==> src/rtl/combo_pkg.sv <==
package combo_pkg;
  localparam int NUM_CH  = 4;
  localparam int NUM_IN  = 5;
  localparam int HOLD_W  = 32;
  localparam int NUM_ACT = 4;
  localparam int CH_W    = (NUM_CH > 1) ? $clog2(NUM_CH) : 1;

  // action mask bit positions
  localparam int ACT_BAT = 0;
  localparam int ACT_IRQ = 1;
  localparam int ACT_EC  = 2;
  localparam int ACT_GSC = 3;

  typedef struct packed {
    logic [NUM_CH-1:0] cntClr;
    logic [NUM_CH-1:0] cntInc;
    logic              cfgLoad;
  } ctl_strobe_t;
endpackage

==> src/rtl/combo_datapath.sv <==
module combo_datapath import combo_pkg::*; (
  input  logic                             clk,
  input  logic                             rstN,
  input  logic [NUM_IN-1:0]                rawIn,
  input  logic [NUM_IN-1:0]                invMask,
  input  logic [CH_W-1:0]                  cfgChan,
  input  logic [NUM_IN-1:0]                cfgSel,
  input  logic [HOLD_W-1:0]                cfgHold,
  input  logic [NUM_ACT-1:0]               cfgAct,
  input  ctl_strobe_t                      strobe,
  output logic [NUM_CH-1:0]                active,
  output logic [NUM_CH-1:0]                expired,
  output logic [NUM_CH-1:0][NUM_ACT-1:0]   actMask
);
  logic [NUM_IN-1:0] levelFixed;
  assign levelFixed = rawIn ^ invMask;

  for (genvar c = 0; c < NUM_CH; c++) begin : g_ch
    logic [NUM_IN-1:0]  selReg;
    logic [HOLD_W-1:0]  holdReg;
    logic [HOLD_W-1:0]  cnt;
    logic [NUM_ACT-1:0] actReg;
    logic               wrHit;

    assign wrHit = strobe.cfgLoad && (cfgChan == CH_W'(c));

    always_ff @(posedge clk or negedge rstN) begin
      if (!rstN) begin
        selReg  <= '0;
        holdReg <= '0;
        actReg  <= '0;
      end else if (wrHit) begin
        selReg  <= cfgSel;
        holdReg <= cfgHold;
        actReg  <= cfgAct;
      end
    end

    // hold timer, saturating at all ones
    always_ff @(posedge clk or negedge rstN) begin
      if (!rstN)                             cnt <= '0;
      else if (strobe.cntClr[c])             cnt <= '0;
      else if (strobe.cntInc[c] && cnt != '1) cnt <= cnt + 1'b1;
    end

    assign active[c]  = (selReg != '0) && ((levelFixed & selReg) == '0);
    assign expired[c] = active[c] && (cnt >= holdReg);
    assign actMask[c] = actReg;
  end
endmodule

==> src/rtl/combo_control.sv <==
module combo_control import combo_pkg::*; (
  input  logic                             clk,
  input  logic                             rstN,
  input  logic                             tickEn,
  input  logic                             cfgWe,
  input  logic                             lockWe,
  input  logic                             lockData,
  input  logic                             clrWe,
  input  logic [NUM_CH-1:0]                clrMask,
  input  logic [NUM_CH-1:0]                active,
  input  logic [NUM_CH-1:0]                expired,
  input  logic [NUM_CH-1:0][NUM_ACT-1:0]   actMask,
  output ctl_strobe_t                      strobe,
  output logic [NUM_CH-1:0]                status,
  output logic                             comboIrq,
  output logic                             batDisable,
  output logic                             ecRstReq,
  output logic                             gscRstReq
);
  logic              unlocked;
  logic [NUM_CH-1:0] fired;
  logic [NUM_CH-1:0] fire;
  logic [NUM_CH-1:0] irqEn;
  logic              batHit, ecHit, gscHit;

  assign fire = expired & ~fired;

  always_comb begin
    strobe.cfgLoad = cfgWe & unlocked;
    strobe.cntClr  = ~active;
    strobe.cntInc  = active & ~fired & {NUM_CH{tickEn}};
  end

  always_comb begin
    batHit = 1'b0;
    ecHit  = 1'b0;
    gscHit = 1'b0;
    for (int c = 0; c < NUM_CH; c++) begin
      irqEn[c] = actMask[c][ACT_IRQ];
      if (fire[c]) begin
        batHit = batHit | actMask[c][ACT_BAT];
        ecHit  = ecHit  | actMask[c][ACT_EC];
        gscHit = gscHit | actMask[c][ACT_GSC];
      end
    end
  end

  assign comboIrq = |(status & irqEn);

  always_ff @(posedge clk or negedge rstN) begin
    if (!rstN) begin
      unlocked   <= 1'b1;
      fired      <= '0;
      status     <= '0;
      batDisable <= 1'b0;
      ecRstReq   <= 1'b0;
      gscRstReq  <= 1'b0;
    end else begin
      if (lockWe && !lockData) unlocked <= 1'b0;
      fired      <= (fired | fire) & active;
      status     <= (status & ~(clrWe ? clrMask : '0)) | fire;
      batDisable <= batDisable | batHit;
      ecRstReq   <= ecHit;
      gscRstReq  <= gscHit;
    end
  end
endmodule

==> src/rtl/combo_hold_detector.sv <==
module combo_hold_detector import combo_pkg::*; (
  input  logic                clk,
  input  logic                rstN,
  input  logic                tickEn,
  input  logic [NUM_IN-1:0]   rawIn,
  input  logic [NUM_IN-1:0]   invMask,
  input  logic                cfgWe,
  input  logic [CH_W-1:0]     cfgChan,
  input  logic [NUM_IN-1:0]   cfgSel,
  input  logic [HOLD_W-1:0]   cfgHold,
  input  logic [NUM_ACT-1:0]  cfgAct,
  input  logic                lockWe,
  input  logic                lockData,
  input  logic                clrWe,
  input  logic [NUM_CH-1:0]   clrMask,
  output logic [NUM_CH-1:0]   status,
  output logic                comboIrq,
  output logic                batDisable,
  output logic                ecRstReq,
  output logic                gscRstReq
);
  ctl_strobe_t                    ctlStrobe;
  logic [NUM_CH-1:0]              chActive;
  logic [NUM_CH-1:0]              chExpired;
  logic [NUM_CH-1:0][NUM_ACT-1:0] chAct;

  combo_datapath u_dp (
    .clk(clk), .rstN(rstN), .rawIn(rawIn), .invMask(invMask),
    .cfgChan(cfgChan), .cfgSel(cfgSel), .cfgHold(cfgHold), .cfgAct(cfgAct),
    .strobe(ctlStrobe), .active(chActive), .expired(chExpired), .actMask(chAct)
  );

  combo_control u_ctl (
    .clk(clk), .rstN(rstN), .tickEn(tickEn), .cfgWe(cfgWe),
    .lockWe(lockWe), .lockData(lockData), .clrWe(clrWe), .clrMask(clrMask),
    .active(chActive), .expired(chExpired), .actMask(chAct),
    .strobe(ctlStrobe), .status(status), .comboIrq(comboIrq),
    .batDisable(batDisable), .ecRstReq(ecRstReq), .gscRstReq(gscRstReq)
  );
endmodule

==> config.mk <==
export PLATFORM = sky130hd
export DESIGN_NAME = combo_hold_detector
export DESIGN_NICKNAME = d
export VERILOG_FILES = /design/src/rtl/combo_pkg.sv /design/src/rtl/combo_datapath.sv /design/src/rtl/combo_control.sv /design/src/rtl/combo_hold_detector.sv
export SDC_FILE = /design/constraint.sdc
export NUM_CORES = 1
export LEC_CHECK = 0
export CORE_MARGIN = 5
export CORE_UTILIZATION = 45
export DETAILED_ROUTE_END_ITERATION = 6
export DONT_BUFFER_PORTS = 1
export MAX_ROUTING_LAYER = met4
export PLACE_DENSITY = 0.69
export SLEW_MARGIN = 25
export SYNTH_ARGS = -nofsm -noshare
export SYNTH_HDL_FRONTEND = slang
export SYNTH_SLANG_ARGS = --single-unit
==> constraint.sdc <==
create_clock -name clk -period 3.2 [get_ports clk]
set_input_delay 0.16 -clock clk [delete_from_list [all_inputs] [get_ports clk]]
set_output_delay 0.16 -clock clk [all_outputs]
set_load 0.02 [all_outputs]
==> results of run 1 <==
[worst paths after layout]
path / start / end / slack [ps] / depth (start not counted)
worst max-delay path: u_dp.g_ch[0].cnt[14] / u_ctl.gscRstReq / 480 / 7
min in group clk: cfgChan[1] / u_dp.g_ch[0].holdReg[4] / 70 / 3
max in group asynchronous: rstN / u_dp.g_ch[2].holdReg[10] / 3340 / 0
worst min-delay path: rstN / u_dp.g_ch[1].selReg[3] / -660 / 0
worst max register to register: u_dp.g_ch[0].cnt[14] / u_ctl.gscRstReq / 480 / 7
worst min register to register: u_dp.g_ch[2].holdReg[12] / u_dp.g_ch[2].holdReg[12] / 500 / 1
[area by class of cell]
cell class | count | area [sq um]
fill | 3150 | 17150
multi-input combinational | 1112 | 7980
sequential | 304 | 7609
clock buffer | 48 | 993.5
timing repair buffer | 61 | 593.1
inverter | 155 | 581.8
tap | 461 | 576.8
clock inverter | 10 | 147.6
antenna | 8 | 20.02
[per-layer routing]
layer	vias to the layer above	wire [um]
li1	5709	-
met1	5999	18270
met2	287	17770
met3	61	2235
met4	0	947
met5	-	0
[placed cells by master (no fill, tap or decap), types with 20 or more instances in the layout]
master	n
and4_1	20
dfrtp_1	303
o21ai_0	70
inv_1	155
xnor2_1	40
nand4_1	46
a21oi_1	69
nand3_1	55
clkbuf_16	34
dlygate4sd3_1	49
ha_1	132
nor2_1	151
nand2_1	142
mux2_2	132
xor2_1	73
nor3_1	21
and3_1	22
[logic make-up (layout without fill, tap and decap cells)]
kind of cell / Yosys count / count (layout) / synth area share (%)
simple gates: 525 / 525 / 15.70
xor+xnor: 113 / 113 / 6.068
other cells: 0 / 8 / 0
mux: 136 / 136 / 9.359
fa+ha+maj: 132 / 132 / 10.13
compound gates: 206 / 206 / 7.602
buf+inv: 195 / 274 / 4.503
flops: 304 / 304 / 46.65
[registers in the layout, summed over array words and instances, names as in the netlist]
register and flops:
u_ctl.batDisable 1, u_ctl.ecRstReq 1, u_ctl.fired 4, u_ctl.gscRstReq 1, u_ctl.status 4, u_ctl.unlocked 1
u_dp.g_ch.actReg 16, u_dp.g_ch.cnt 128, u_dp.g_ch.holdReg 128, u_dp.g_ch.selReg 20
[per-stage QoR]
stage | util (%) | instance area [sq um] | power, mW | hold WS (ps)
2_1_floorplan | - | 16310 | 3.944 | -135.6
3_5_place_dp | 47.26 | 16850 | 3.958 | -118.6
3_3_place_gp | 47.24 | 16840 | 3.958 | -116.0
6_report | 51.89 | 18500 | 8.001 | -661.3
4_1_cts | 51.83 | 18480 | 8.086 | -685.0
5_1_grt | 51.88 | 18500 | 8.228 | -690.2
[power by group through the flow]
| stage | clock, mW | combinational (mW) | sequential [mW] |
|---|---|---|---|
| after floorplan | 0 | 0.0286 | 3.92 |
| after global placement | 0 | 0.0437 | 3.91 |
| after detailed placement | 0 | 0.0439 | 3.91 |
| after CTS | 4.09 | 0.148 | 3.84 |
| after global routing | 4.23 | 0.153 | 3.84 |
| final | 4.01 | 0.148 | 3.84 |
==> results.toml, run 1 <==
[power_and_ir_drop]
power.share.combinational_pct = 1.8
vdd_ir_drop_max_mv = 0.4236
power_leakage_nw = 8.515
power.switching_fraction_pct = 21.13
part_of_the_total_power_dissipated_in_sequential_elements_pct = 48.1
total_switching_power_mw = 1.690
clock_power_share_pct = 50.1
power.density_nw_per_um2 = 432.4
power.internal_mw = 6.310

[synth]
postSynthCellCount = 1611
post_synth_num_cell_types = 58
synth.yosys.seq_area_share_pct = 46.65
synth_seq_cells = 304
synth_top_cells_by_area = "dfrtp_1 (46%), ha_1 (10%), mux2_2 (9.1%)"
synth_cell_area_sq_um = 16310
synth.top_cells.by_count = "dfrtp_1 (303), inv_1 (155), nor2_1 (151), nand2_1 (143)"
avgSynthCellArea_sq_um = 10.12
postSynthNetCount = 1807
synth-main-ff-cell = "dfrtp_1"
yosys.cell_count.top_type = "dfrtp_1"
synth_top_area_cell = "dfrtp_1"
synth_async_sr_flop_share_pct = 100.0
synth_largest_type_area_fraction_pct = 46.49
synthesis_warnings = 0
synth_edf_count = 0

[setup_path]
worstSetupEndpointType = "register"
critical_path_class = "register to register"
critical_path.n_buffers_inverters = 0
cp_cell_sequence = "ha_1, nand4_1, or4_1, o211ai_1, a31oi_1, o32ai_1, a221o_1"
timing.critical_path.required_ps = 3660
cp_slowest_stage_delay_ps = 540
critical-path-top-delay-family = "compound AO/OA/AOI/OAI gates"
type_of_element_launching_the_critical_path = "register"
path_max_fanout = 6
timing.critical_path.arrival_ps = 3180
cp_slowest_cell = "or4_1"

[clock_network]
post-cts-setup-buffers = 0
clock_path_buffers = 3
clock_latency_ps = 530
cts_root_buf = "clkbuf_16"
cts_htree_levels = 2
cts_buffers = 34
clk_pin_slew_ps = 60
post_cts.resized_instances = 0
clock_sinks = 304
cts-hold-fix-buffers = 49
cts_tree = "done"

[grt]
pin_count_of_the_biggest_net_entering_global_routing = 305
vias_in_the_first_global_route = 11950
grt_antenna_before_repair = 8
wire_length_of_the_first_global_routing_pass_um = 64270
global_route.overflow_total = 0
global_route.usage.met2_pct = 30.47
groute.layer.met3.usage_pct = 3.832
global_route.usage.met1_pct = 27.83
busiest_layer = "met2"
grt_usage_pct = 19.97

[placed_design]
dpl.cell_count = 2044
placement.setup.worst_slack_ps = 496.6
numPortBuffers = 0
dpl.hpwl_um = 26890
finalWeightedCongestion = 0.8534

[timing]
timing.hold.ws_ps = -661.3
setup_violations = 0
timing.final.hold_violations = 304
max_freq_mhz = 368.1
tightest_slew_ps = 892.5
rsz0062_at_grt = "false"
setup_slack_ps = 483.0
skew_ps = 16.14
period_share_pct = 84.90
slew_headroom_pct = 40.50
post-route-min-period_ps = 2717
finalMaxSlewViolations = 0
setup_total_negative_slack_ps = 0

[drt]
detail_route.wl_per_cell_um = 18.17
postRouteWirelength_um = 39230
dr_total_vias = 12060
number_of_optimization_iterations_in_the_first_detailed_route_pass = 7
antenna_violating_nets_post_route = 0
detail_route.vias_per_cell = 5.584
detail_route.drc_violations = 0
initialDrtViolationCount = 797

[layout]
area_delta_synth_final_pct = 13.43
drive_gt1_share_pct = 12.60
fin_cells = 2159
final_net_count = 1864

[floorplan]
die_area_sq_um = 40150
floorplan.initialDensity_pct = 45.75
die-width_um = 200.4
boundaryPins = 72
std_cell_rows = 69
die_h_um = 200.4
core_sq_um = 35660

[run]
maxCapViolCount = 0

[status]
status = "finished with violations"
violations = "negative hold slack"

[hold_path]
hold_path.class = "primary input to asynchronous set/reset pin"
Note: power is estimated with default switching activity, not from simulation.
==> run 2, diff against run 1 <==
--- a/config.mk
+++ b/config.mk
@@ -10,7 +10,7 @@
 export DETAILED_ROUTE_END_ITERATION = 6
 export DONT_BUFFER_PORTS = 1
 export MAX_ROUTING_LAYER = met4
-export PLACE_DENSITY = 0.69
+export PLACE_DENSITY = 0.71
 export SLEW_MARGIN = 25
 export SYNTH_ARGS = -nofsm -noshare
 export SYNTH_HDL_FRONTEND = slang
==> constraint.sdc (replaced) <==
create_clock -name clk -period 2.3 [get_ports clk]
set_input_delay 0.115 -clock clk [delete_from_list [all_inputs] [get_ports clk]]
set_output_delay 0.115 -clock clk [all_outputs]
set_load 0.02 [all_outputs]
==> run 2 against run 1 <==
The run ends with negative hold slack, negative setup slack left. Setup slack lost 660 ps. Critical path depth up 2. Register-to-register slack worse by 660 ps. First-iteration DRC count grew 13%. Cell area up 8.5%. Via count rose by 6.2%. Routed wire length grew 8.8%. Critical endpoint unchanged.
==> results.toml, run 2 (synthesis results as in run 1) <==
[status]
status = "finished with violations"
violations = "negative hold slack, negative setup slack"

[placed_design]
placement.setup.worst_slack_ps = -287.3
numPortBuffers = 0
dpl.hpwl_um = 28270
dpl.cell_count = 2181
finalWeightedCongestion = 0.8610

[timing]
timing.hold.ws_ps = -710.8
skew_ps = 25.12
tightest_slew_ps = 971.8
finalMaxSlewViolations = 0
setup_violations = 3
slew_headroom_pct = 35.21
period_share_pct = 107.5
post-route-min-period_ps = 2473
timing.final.hold_violations = 304
setup_slack_ps = -173.4
max_freq_mhz = 404.3
rsz0062_at_grt = "true"

[grt]
wire_length_of_the_first_global_routing_pass_um = 68280
vias_in_the_first_global_route = 12890
grt_usage_pct = 21.22
pin_count_of_the_biggest_net_entering_global_routing = 305
global_route.overflow_total = 0
grt_antenna_before_repair = 9

[layout]
final_net_count = 2015
fin_cells = 2312
largest_registers = "u_dp.g_ch.cnt (128), u_dp.g_ch.holdReg (128), u_dp.g_ch.selReg (20)"
area_delta_synth_final_pct = 23.05
final_cell_mix = "dfrtp_1 (301), buf_4 (153), nor2_1 (150)"
drive_gt1_share_pct = 23.24
commonest_non_fill_non_tap_cell_in_the_layout = "dfrtp_1"

[floorplan]
floorplan.initialDensity_pct = 45.75
die_h_um = 200.4
die_area_sq_um = 40150
die-width_um = 200.4
std_cell_rows = 69
core_sq_um = 35660
boundaryPins = 72

[drt]
postRouteWirelength_um = 42660
initialDrtViolationCount = 903
detail_route.drc_violations = 0
detail_route.vias_per_cell = 5.536
detail_route.wl_per_cell_um = 18.45
number_of_optimization_iterations_in_the_first_detailed_route_pass = 5
dr_total_vias = 12800
antenna_violating_nets_post_route = 0

[power_and_ir_drop]
vdd_ir_drop_max_mv = 0.5282
power_leakage_nw = 9.318
power.density_nw_per_um2 = 543.3

[setup_path]
timing.critical_path.arrival_ps = 2930
type_of_element_launching_the_critical_path = "register"
worstSetupEndpointType = "register"
critical_path_class = "register to register"
timing.critical_path.required_ps = 2760
path_max_fanout = 5

[clock_network]
cts_htree_levels = 2
clk_pin_slew_ps = 60
clock_sinks = 304
clock_path_buffers = 3
clock_latency_ps = 540
cts_buffers = 34
cts_root_buf = "clkbuf_16"
cts_tree = "done"
cts-hold-fix-buffers = 49

[hold_path]
hold_path.class = "primary input to asynchronous set/reset pin"

[run]
maxCapViolCount = 0
-- run 2: changes by cell type in the layout (fill, tap and decap cells not counted), moves of 6 or more --
cell and change:
buf_4 +142, ha_1 -9, ha_4 +9, inv_1 -7, inv_2 +7, nor3_1 -8
nor3_2 +6
-- run 2: cell type report --
type / count / area (sq um)
sequential: 304 / 7611
clock inverter: 11 / 101.3
antenna: 9 / 22.52
timing repair buffer: 211 / 1784
tap: 461 / 576.8
multi-input combinational: 1113 / 8419
fill: 2947 / 15580
inverter: 155 / 581.8
clock buffer: 48 / 973.4
-- run 2: metal layers --
layer	track usage, %	vias to the layer above	routed length [um]
li1	-	6009	-
met1	27.91	6380	18820
met2	34.07	333	20170
met3	4.221	78	2673
met4	5.359	0	998
met5	-	-	0
-- run 2: where the power goes --
group / switching [mW] / leakage (nW) / internal [mW]
clock network: 2.27 / 0.531 / 3.08
logic: 0.129 / 4.72 / 0.0818
registers: 0.000000343 / 4.06 / 5.35
total: 2.40 / 9.32 / 8.51
-- run 2: path summary, 6_finish.rpt --
| path | from | end | slack, ps | cells past startpoint |
|---|---|---|---|---|
| worst max-delay path | u_dp.g_ch[0].cnt[11] | u_ctl.gscRstReq | -170 | 9 |
| worst min-delay path | rstN | u_dp.g_ch[1].selReg[0] | -710 | 0 |
| worst max register to register | u_dp.g_ch[0].cnt[11] | u_ctl.gscRstReq | -170 | 9 |
| worst min register to register | u_dp.g_ch[3].holdReg[14] | u_dp.g_ch[3].holdReg[14] | 500 | 1 |
| max in group asynchronous | rstN | u_dp.g_ch[0].holdReg[10] | 2200 | 0 |
| min in group clk | cfgChan[1] | u_dp.g_ch[0].holdReg[5] | 30 | 3 |
-- run 2: worst max-delay path, stage by stage, from the launching register on --
cell      delay (ps)
dfrtp_1          410
ha_4             280
nand4_1          130
or4_1            510
o211ai_1         220
buf_4            170
a31oi_1           80
buf_4            180
o32ai_4          280
a221o_1          140
-- run 2: stage by stage --
step / cell area, sq um / util, % / TNS [ps] / hold WS (ps) / power, mW
2_1_floorplan: 16310 / - / 0 / -180.6 / 5.487
3_3_place_gp: 17920 / 50.27 / -730.1 / -159.3 / 5.508
3_5_place_dp: 17920 / 50.27 / -1121 / -161.4 / 5.508
4_1_cts: 19680 / 55.19 / -344.5 / -732.3 / 10.99
5_1_grt: 20070 / 56.28 / -1612 / -734.5 / 11.19
6_report: 20070 / 56.29 / -415.9 / -710.8 / 10.91
-- run 2: what timing repair did --
item                                    4_1_cts  5_1_grt
cloned                                        0        1
gates resized for setup                      24       61
pin swaps                                    25       39
endpoints found under the setup margin        7       60
endpoints found under the hold margin       474      304
setup buffers                                 7        9
==> run 3, diff against run 2 <==
--- a/config.mk
+++ b/config.mk
@@ -9,7 +9,6 @@
 export CORE_UTILIZATION = 45
 export DETAILED_ROUTE_END_ITERATION = 6
 export DONT_BUFFER_PORTS = 1
-export MAX_ROUTING_LAYER = met4
 export PLACE_DENSITY = 0.71
 export SLEW_MARGIN = 25
 export SYNTH_ARGS = -nofsm -noshare
==> run 3 against run 2 <==
The run still ends with negative hold slack, negative setup slack left. Setup slack better by 2.8 ps. Fmax up 0.11%. Flip-flop and latch count unchanged. Routed wire length down 0.23%. Clock power about the same. Register-to-register slack about the same. Power about the same. Worst hold slack worse by 3.1 ps. Via count down 0.20%. Combinational power about the same. Sequential power about the same. Clock-buffer cell count unchanged. Largest cell class unchanged. Largest power group unchanged.
==> results.toml, run 3 (synthesis results as in run 1) <==
[hold_path]
hold_path.class = "primary input to asynchronous set/reset pin"

[power_and_ir_drop]
part_of_the_total_power_dissipated_in_sequential_elements_pct = 49.0
total_switching_power_mw = 2.406
clock_power_share_pct = 49.1
power.internal_mw = 8.506
power.share.combinational_pct = 1.9
power.density_nw_per_um2 = 543.9
power_leakage_nw = 9.318
vdd_ir_drop_max_mv = 0.5239
power.switching_fraction_pct = 22.05
power.total_mw = 10.91

[setup_path]
cp_cell_sequence = "ha_4, nand4_1, or4_1, o211ai_1, buf_4, a31oi_1, buf_4, o32ai_4, a221o_1"
critical_path_class = "register to register"
critical-path-top-delay-family = "compound AO/OA/AOI/OAI gates"
type_of_element_launching_the_critical_path = "register"
worst-r2r-setup-slack_ps = -170
cp_slowest_stage_delay_ps = 510
rr_worst_depth = 9
path_max_fanout = 5
cp_slowest_cell = "or4_1"
critical_path_cell_count = 9
timing.critical_path.required_ps = 2760
most_numerous_cell_on_the_critical_path = "buf_4"
timing.critical_path.arrival_ps = 2930
worstSetupEndpointType = "register"
critical_path.n_buffers_inverters = 2

[timing]
timing.final.hold_violations = 304
finalMaxSlewViolations = 0
setup_violations = 3
setup_slack_ps = -170.6
max_freq_mhz = 404.8
setup_total_negative_slack_ps = -418.0
skew_ps = 30.76
slew_headroom_pct = 40.10
timing.hold.ws_ps = -713.8
tightest_slew_ps = 898.4
rsz0062_at_grt = "true"
post-route-min-period_ps = 2471
period_share_pct = 107.4

[layout]
area_delta_synth_final_pct = 23.01
final_core_utilization_pct = 56.27
commonest_non_fill_non_tap_cell_in_the_layout = "dfrtp_1"
final_cell_mix = "dfrtp_1 (301), buf_4 (153), nor2_1 (150)"
final_net_count = 2015
largest_registers = "u_dp.g_ch.cnt (128), u_dp.g_ch.holdReg (128), u_dp.g_ch.selReg (20)"
drive_gt1_share_pct = 23.24
fillers = 2947
fin_cells = 2309

[status]
status = "finished with violations"
violations = "negative hold slack, negative setup slack"

[grt]
vias_in_the_first_global_route = 12890
global_route.overflow_total = 0
grt_usage_pct = 20.61
grt_antenna_before_repair = 9
pin_count_of_the_biggest_net_entering_global_routing = 305
wire_length_of_the_first_global_routing_pass_um = 68270

[floorplan]
core_sq_um = 35660
boundaryPins = 72
die_h_um = 200.4
die-width_um = 200.4
floorplan.initialDensity_pct = 45.75
die_area_sq_um = 40150
std_cell_rows = 69

[drt]
antenna_violating_nets_post_route = 0
number_of_optimization_iterations_in_the_first_detailed_route_pass = 6
detail_route.drc_violations = 0
postRouteWirelength_um = 42570
detail_route.vias_per_cell = 5.533
detail_route.wl_per_cell_um = 18.43
dr_total_vias = 12780
initialDrtViolationCount = 855

[placed_design]
dpl.hpwl_um = 28270
dpl.cell_count = 2181
finalWeightedCongestion = 0.8460
numPortBuffers = 0

[clock_network]
cts_buffers = 34
clk_pin_slew_ps = 60
clock_latency_ps = 540
cts_root_buf = "clkbuf_16"
cts_tree = "done"
cts_htree_levels = 2
clock_path_buffers = 3
clock_sinks = 304
cts-hold-fix-buffers = 49

[run]
maxCapViolCount = 0
[run 3: cell types whose count changed in the layout (fill, tap and decap cells not counted)]
cell     previous run  this run
diode_2             9         6
[run 3: final timing paths]
path	from	endpoint
min in group clk	cfgChan[1]	u_dp.g_ch[0].holdReg[5]
worst min register to register	u_dp.g_ch[3].holdReg[14]	u_dp.g_ch[3].holdReg[14]
worst max register to register	u_dp.g_ch[0].cnt[11]	u_ctl.gscRstReq
max in group asynchronous	rstN	u_dp.g_ch[1].holdReg[25]
worst min-delay path	rstN	u_dp.g_ch[1].selReg[0]
worst max-delay path	u_dp.g_ch[0].cnt[11]	u_ctl.gscRstReq
[run 3: power by group through the flow]
stage	Clock (mW)	Combinational (mW)	Sequential [mW]
floorplan	0	0.0397	5.45
finish	5.35	0.210	5.35
CTS	5.44	0.202	5.35
global route	5.64	0.216	5.34
detailed placement	0	0.0618	5.45
global placement	0	0.0617	5.45
[run 3: area by class of cell]
type	count	area [sq um]	area share (%)
Multi-Input combinational cell	1113	8419	41.96
Clock buffer	48	973.4	4.852
Clock inverter	11	101.3	0.5051
Tap cell	461	576.8	2.875
Inverter	155	581.8	2.900
Timing Repair Buffer	211	1784	8.893
Antenna cell	6	15.01	0.07484
Sequential cell	304	7611	37.94
[run 3: worst register-to-register path: stages, from the launching register on]
cell      delay, ps
dfrtp_1         410
ha_4            280
nand4_1         130
or4_1           510
o211ai_1        220
buf_4           170
a31oi_1          80
buf_4           180
o32ai_4         290
a221o_1         140
[run 3: timing repair]
action / in CTS / in global routing
setup buffers: 7 / 9
pin swaps: 25 / 40
endpoints found under the setup margin: 7 / 60
resized for setup: 24 / 61
endpoints found under the hold margin: 474 / 304
cloned: 0 / 1
[run 3: metrics by stage]
step	setup WS, ps	instance area [sq um]
6_report	-170.6	20060
5_1_grt	-270.8	20060
4_1_cts	-123.3	19680
3_5_place_dp	-287.3	17920
3_3_place_gp	-194.3	17920
2_1_floorplan	35.96	16310
[run 3: metal layers]
| metal | wire (um) | part of all wire (%) | global-route usage, % | vias up |
|---|---|---|---|---|
| met5 | 21 | 0.049 | 0 | - |
| met2 | 20170 | 47 | 34.12 | 321 |
| met1 | 18780 | 44 | 27.94 | 6373 |
| met4 | 1009 | 2.4 | 5.359 | 4 |
| met3 | 2580 | 6.1 | 4.156 | 81 |
| li1 | - | - | - | 5996 |
